File: config.mk
export PLATFORM = sky130hd
export DESIGN_NAME = fault_sorter
export DESIGN_NICKNAME = d
export VERILOG_FILES = /design/src/rtl/fault_pkg.sv /design/src/rtl/fault_decode.sv /design/src/rtl/sticky_status.sv /design/src/rtl/fault_sorter.sv
export SDC_FILE = /design/constraint.sdc
export NUM_CORES = 1
export LEC_CHECK = 0
export BUFFER_PORTS_ARGS = -buffer_cell sky130_fd_sc_hd__buf_2
export CORE_AREA = 2 2 39 41
export DETAILED_ROUTE_END_ITERATION = 8
export DIE_AREA = 0 0 41 43
export HOLD_SLACK_MARGIN = 0.1
export PLACE_DENSITY_LB_ADDON = 0.1
export SETUP_SLACK_MARGIN = 0.4
export SYNTH_ARGS = -nofsm -noshare
export SYNTH_HDL_FRONTEND = slang
export SYNTH_SLANG_ARGS = --single-unit
File: constraint.sdc
create_clock -name clk -period 1.85 [get_ports clk]
set_clock_uncertainty 0.1 [all_clocks]
set_input_delay 0.185 -clock clk [delete_from_list [all_inputs] [get_ports clk]]
set_output_delay 0.185 -clock clk [all_outputs]
set_load 0.05 [all_outputs]
File: src/rtl/fault_pkg.sv
`timescale 1ns/1ps
package fault_pkg;
  localparam int N_HARD = 6;
  localparam int N_MM   = 4;
  localparam int REG_W  = N_HARD;

  localparam int H_VEC   = 0;
  localparam int H_FORCE = 1;
  localparam int H_FBUS  = 2;
  localparam int H_DBUS  = 3;
  localparam int H_UNDEF = 4;
  localparam int H_STATE = 5;

  localparam int M_IACC  = 0;
  localparam int M_DACC  = 1;
  localparam int M_STK   = 2;
  localparam int M_UNSTK = 3;

  function automatic logic [N_MM-1:0] mm_bits(input logic pf, input logic nx,
                                               input logic pd, input logic ps,
                                               input logic pu);
    logic [N_MM-1:0] b;
    b          = '0;
    b[M_IACC]  = pf | nx;
    b[M_DACC]  = pd;
    b[M_STK]   = ps;
    b[M_UNSTK] = pu;
    return b;
  endfunction

  function automatic logic [N_HARD-1:0] hard_bits(input logic vb, input logic fb,
                                                   input logic db, input logic ud,
                                                   input logic st, input logic forced);
    logic [N_HARD-1:0] b;
    b          = '0;
    b[H_VEC]   = vb;
    b[H_FORCE] = forced;
    b[H_FBUS]  = fb;
    b[H_DBUS]  = db;
    b[H_UNDEF] = ud;
    b[H_STATE] = st;
    return b;
  endfunction
endpackage

File: src/rtl/fault_decode.sv
`timescale 1ns/1ps
module fault_decode
  import fault_pkg::*;
(
  input  logic              mm_en,
  input  logic              vec_bus_err,
  input  logic              fetch_bus_err,
  input  logic              data_bus_err,
  input  logic              undef_instr,
  input  logic              state_err,
  input  logic              prot_fetch,
  input  logic              nx_exec,
  input  logic              prot_data,
  input  logic              prot_stack,
  input  logic              prot_unstack,
  output logic [N_HARD-1:0] hard_set,
  output logic [N_MM-1:0]   mm_set,
  output logic              take_hard,
  output logic              take_mm
);
  logic mm_any;
  logic direct_hard;
  logic escalate;

  always_comb begin
    mm_set      = mm_bits(prot_fetch, nx_exec, prot_data, prot_stack, prot_unstack);
    mm_any      = |mm_set;
    direct_hard = vec_bus_err | fetch_bus_err | data_bus_err | undef_instr | state_err;
    escalate    = mm_any & ~mm_en;
    hard_set    = hard_bits(vec_bus_err, fetch_bus_err, data_bus_err,
                            undef_instr, state_err, escalate);
    take_hard   = direct_hard | escalate;
    take_mm     = mm_any & mm_en & ~take_hard;
  end
endmodule

File: src/rtl/sticky_status.sv
`timescale 1ns/1ps
module sticky_status #(
  parameter int W = 4
) (
  input  logic         clk,
  input  logic         rst_n,
  input  logic [W-1:0] set_bits,
  input  logic         clr_en,
  input  logic [W-1:0] clr_mask,
  output logic [W-1:0] q
);
  logic [W-1:0] keep_mask;
  assign keep_mask = clr_en ? ~clr_mask : '1;

  always_ff @(posedge clk or negedge rst_n) begin
    if (!rst_n) q <= '0;
    else        q <= (q & keep_mask) | set_bits;
  end
endmodule

File: src/rtl/fault_sorter.sv
`timescale 1ns/1ps
module fault_sorter
  import fault_pkg::*;
(
  input  logic             clk,
  input  logic             rst_n,
  input  logic             mm_en,
  input  logic             vec_bus_err,
  input  logic             fetch_bus_err,
  input  logic             data_bus_err,
  input  logic             undef_instr,
  input  logic             state_err,
  input  logic             prot_fetch,
  input  logic             nx_exec,
  input  logic             prot_data,
  input  logic             prot_stack,
  input  logic             prot_unstack,
  input  logic             reg_sel,
  input  logic             reg_wr,
  input  logic [REG_W-1:0] reg_wdata,
  output logic [REG_W-1:0] reg_rdata,
  output logic             hard_req,
  output logic             mm_req
);
  logic [N_HARD-1:0] hard_set;
  logic [N_MM-1:0]   mm_set;
  logic              take_hard;
  logic              take_mm;
  logic [N_HARD-1:0] hsr_q;
  logic [N_MM-1:0]   msr_q;
  logic              clr_hard;
  logic              clr_mm;

  fault_decode u_dec (
    .mm_en(mm_en), .vec_bus_err(vec_bus_err), .fetch_bus_err(fetch_bus_err),
    .data_bus_err(data_bus_err), .undef_instr(undef_instr), .state_err(state_err),
    .prot_fetch(prot_fetch), .nx_exec(nx_exec), .prot_data(prot_data),
    .prot_stack(prot_stack), .prot_unstack(prot_unstack),
    .hard_set(hard_set), .mm_set(mm_set), .take_hard(take_hard), .take_mm(take_mm)
  );

  assign clr_hard = reg_wr & ~reg_sel;
  assign clr_mm   = reg_wr &  reg_sel;

  sticky_status #(.W(N_HARD)) u_hsr (
    .clk(clk), .rst_n(rst_n), .set_bits(hard_set),
    .clr_en(clr_hard), .clr_mask(reg_wdata[N_HARD-1:0]), .q(hsr_q)
  );

  sticky_status #(.W(N_MM)) u_msr (
    .clk(clk), .rst_n(rst_n), .set_bits(mm_set),
    .clr_en(clr_mm), .clr_mask(reg_wdata[N_MM-1:0]), .q(msr_q)
  );

  always_ff @(posedge clk or negedge rst_n) begin
    if (!rst_n) begin
      hard_req <= 1'b0;
      mm_req   <= 1'b0;
    end else begin
      hard_req <= take_hard;
      mm_req   <= take_mm;
    end
  end

  generate
    if (REG_W > N_MM) begin : g_pad
      assign reg_rdata = reg_sel ? {{(REG_W-N_MM){1'b0}}, msr_q} : hsr_q;
    end else begin : g_nopad
      assign reg_rdata = reg_sel ? msr_q[REG_W-1:0] : hsr_q;
    end
  endgenerate
endmodule

==> flow_metrics.env <==
export IMPL_route_met2_wl_um=706
export IMPL_fmax_ghz=0.712
export IMPL_critPathLaunchType="flip-flop"
export IMPL_finalHoldViolations=0
export IMPL_yosysTopAreaCell="dfrtp_1"
export IMPL_hp_start="reg_wdata[5]"
export IMPL_antenna_found_initial=0
export IMPL_routed_wl_mm=1.38
export IMPL_synth_area_leaders="dfrtp_1 56%, a21o_1 11%, mux2_2 8.4%, nand2_1 4.2%, nand3_1 3.7%"
export IMPL_drtAntennaViolNets=0
export IMPL_synth_distinct_cells=15
export IMPL_gp_congestion=0.705
export IMPL_tightest_slew_ns=0.472
export IMPL_critPathMaxFanout=2
export IMPL_cp_required_ns=1.56
export IMPL_drc=0
export IMPL_slew_violations=0
export IMPL_area_growth_syn_to_layout_pct=60.2
export IMPL_clk_pin_slew_ns=0.07
export IMPL_grt_usage_pct=19.3
export IMPL_top_layer="met4"
export IMPL_cts_buffers=3
export IMPL_vias_per_cell=4.95
export IMPL_place_area_sq_um=693
export IMPL_period_needed_ns=1.41
export IMPL_die_h_um=43
export IMPL_syn_num_nets=67
export IMPL_fin_setup_tns_ns=0
export IMPL_synth_flop_cell="dfrtp_1"
export IMPL_diodes=0
export IMPL_period_share_pct=76.0
export IMPL_drt_wirelength_per_cell_um=13.1
export IMPL_drive_gt1_share_pct=44.9
export IMPL_cts_tree="yes"
export IMPL_core_area_sq_um=1380
export IMPL_grt_max_degree=13
export IMPL_power_per_cell_area_nw_per_um2=650
export IMPL_netlist_area_sq_um=538
export IMPL_yosysMostFrequentCell="dfrtp_1"
export IMPL_place_ws_ns=0.510
export IMPL_start_util_pct=38.9
export IMPL_ys_warn_count=0
export IMPL_peakVddDrop_mv=0.436
export IMPL_grt_pass1_vias=522
export IMPL_wl_met3_um=64
export IMPL_fin_area_sq_um=862
export IMPL_layout_setup_ws_ns=0.445
export IMPL_dieWidth_um=41
export IMPL_cp_arrival_ns=1.12
export IMPL_ys_ff_latch=12
export IMPL_worstHoldPathType="primary input to flip-flop"
export IMPL_setup_violations=0
export IMPL_synthCells=46
export IMPL_rrSetupSlack_ns=0.98
export IMPL_slew_headroom_pct=68.5
export IMPL_postSynthAreaPerCell_sq_um=11.7
export IMPL_finish_utilization_pct=62.3
export IMPL_timing_rr_start="u_msr.q[0]"
export IMPL_cts_setup_buffers=0
export IMPL_port_buffers=28
export IMPL_synth_top_area_share_pct=55.8
export IMPL_drt_iter0_markers=2
export IMPL_cp_end_kind="primary output"
export IMPL_final_nets=112
export IMPL_cts_root_buffer="clkbuf_4"
export IMPL_whs_ns=0.0996
export IMPL_synth_common_cells="12 x dfrtp_1, 8 x a21o_1, 6 x nand2_1, 4 x mux2_2, 4 x nand3_1"
export IMPL_synth_edf_count=0
export IMPL_fin_cells=105
export IMPL_cap_violations=0
export IMPL_clock_path_buffers=2
export IMPL_grt_pass1_wl_mm=2.26
export IMPL_wl_met1_um=603
export IMPL_die_area_sq_um=1760
export IMPL_via_count=520
export IMPL_total_power_mw=0.560
export IMPL_ioPinCount=29
export IMPL_firstDrtPassIters=3
export IMPL_cts_htree_levels=1
export IMPL_critPathLaunch="u_msr.q[2]"
export IMPL_synthArstFlopShare_pct=100
export IMPL_status="finished, final reports clean"
export IMPL_crit_type="flip-flop to primary output"
export IMPL_clock_sinks=12
export IMPL_ys_seq_area_share_pct=55.8
export IMPL_dp_cells=89
export IMPL_insertion_delay_ns=0.26
export IMPL_row_count=14
export IMPL_grt_overflow_total=0
export IMPL_leakagePower_nw=0.372
export IMPL_rsz0062_at_grt="no"
-- logic make-up (layout without fill, tap and decap cells) --
family                 Yosys count  in the layout  synth area share [%]
AND/OR/NAND/NOR                 18             18                  19.3
flip-flops                      12             12                  55.8
AO/OA/AOI/OAI                   11             11                  15.6
multiplexers                     4              4                  8.37
buffers and inverters            1             44                 0.929
-- per-layer routing --
metal	up-vias	global-route usage, %
met5	-	0
li1	252	-
met2	16	30.9
met3	2	4.71
met1	250	24.4
met4	0	6.00
-- final timing paths --
path,end,cells past startpoint
hold / removal,u_hsr.q[5],3
setup reg to reg,u_msr.q[0],1
max in group asynchronous,u_msr.q[3],2
setup / recovery,reg_rdata[2],2
min in group asynchronous,u_hsr.q[5],2
hold reg to reg,u_hsr.q[4],1
-- cell usage in the layout, fill, tap and decap left out --
| cell type | Yosys | final |
|---|---|---|
| dfrtp_1 | 12 | 12 |
| clkbuf_4 | 0 | 3 |
| buf_4 | 0 | 1 |
| dlymetal6s4s_1 | 0 | 1 |
| dlygate4sd3_1 | 0 | 12 |
| a211o_2 | 1 | 1 |
| nand3_1 | 4 | 4 |
| a21o_1 | 8 | 8 |
| nor2b_1 | 3 | 3 |
| and3b_1 | 1 | 1 |
| or4_4 | 1 | 2 |
| o21ai_1 | 1 | 1 |
| mux2_2 | 4 | 4 |
| o2bb2ai_1 | 1 | 1 |
| nor2_4 | 1 | 2 |
| buf_2 | 1 | 27 |
| nand2_1 | 6 | 6 |
-- final cells by class --
| class | instances | area (sq um) |
|---|---|---|
| Fill cell | 125 | 522 |
| Sequential cell | 12 | 300 |
| Timing Repair Buffer | 41 | 275 |
| Multi-Input combinational cell | 33 | 244 |
| Clock buffer | 3 | 22.5 |
| Tap cell | 16 | 20.0 |
-- what timing repair did --
action,4_1_cts,5_1_grt
hold buffers,13,0
endpoints found under the setup margin,0,3
resized for setup,0,6
endpoints found under the hold margin,24,0
-- critical path, cell delays in order, from the launching register on --
cell	delay [ns]
dfrtp_1	0.38
mux2_2	0.27
buf_2	0.21
-- flip-flops by register name, indices dropped and copies added (netlist names) --
name      cells
u_hsr.q       6
u_msr.q       4
hard_req      1
mm_req        1
-- power breakdown --
group	internal (mW)	total [mW]	switching [mW]	leakage, nW
combinational	0.0582	0.129	0.0704	0.242
clock	0.0752	0.153	0.0777	0.0138
sequential	0.273	0.279	0.00549	0.117
(Power assumes the default switching activity.)
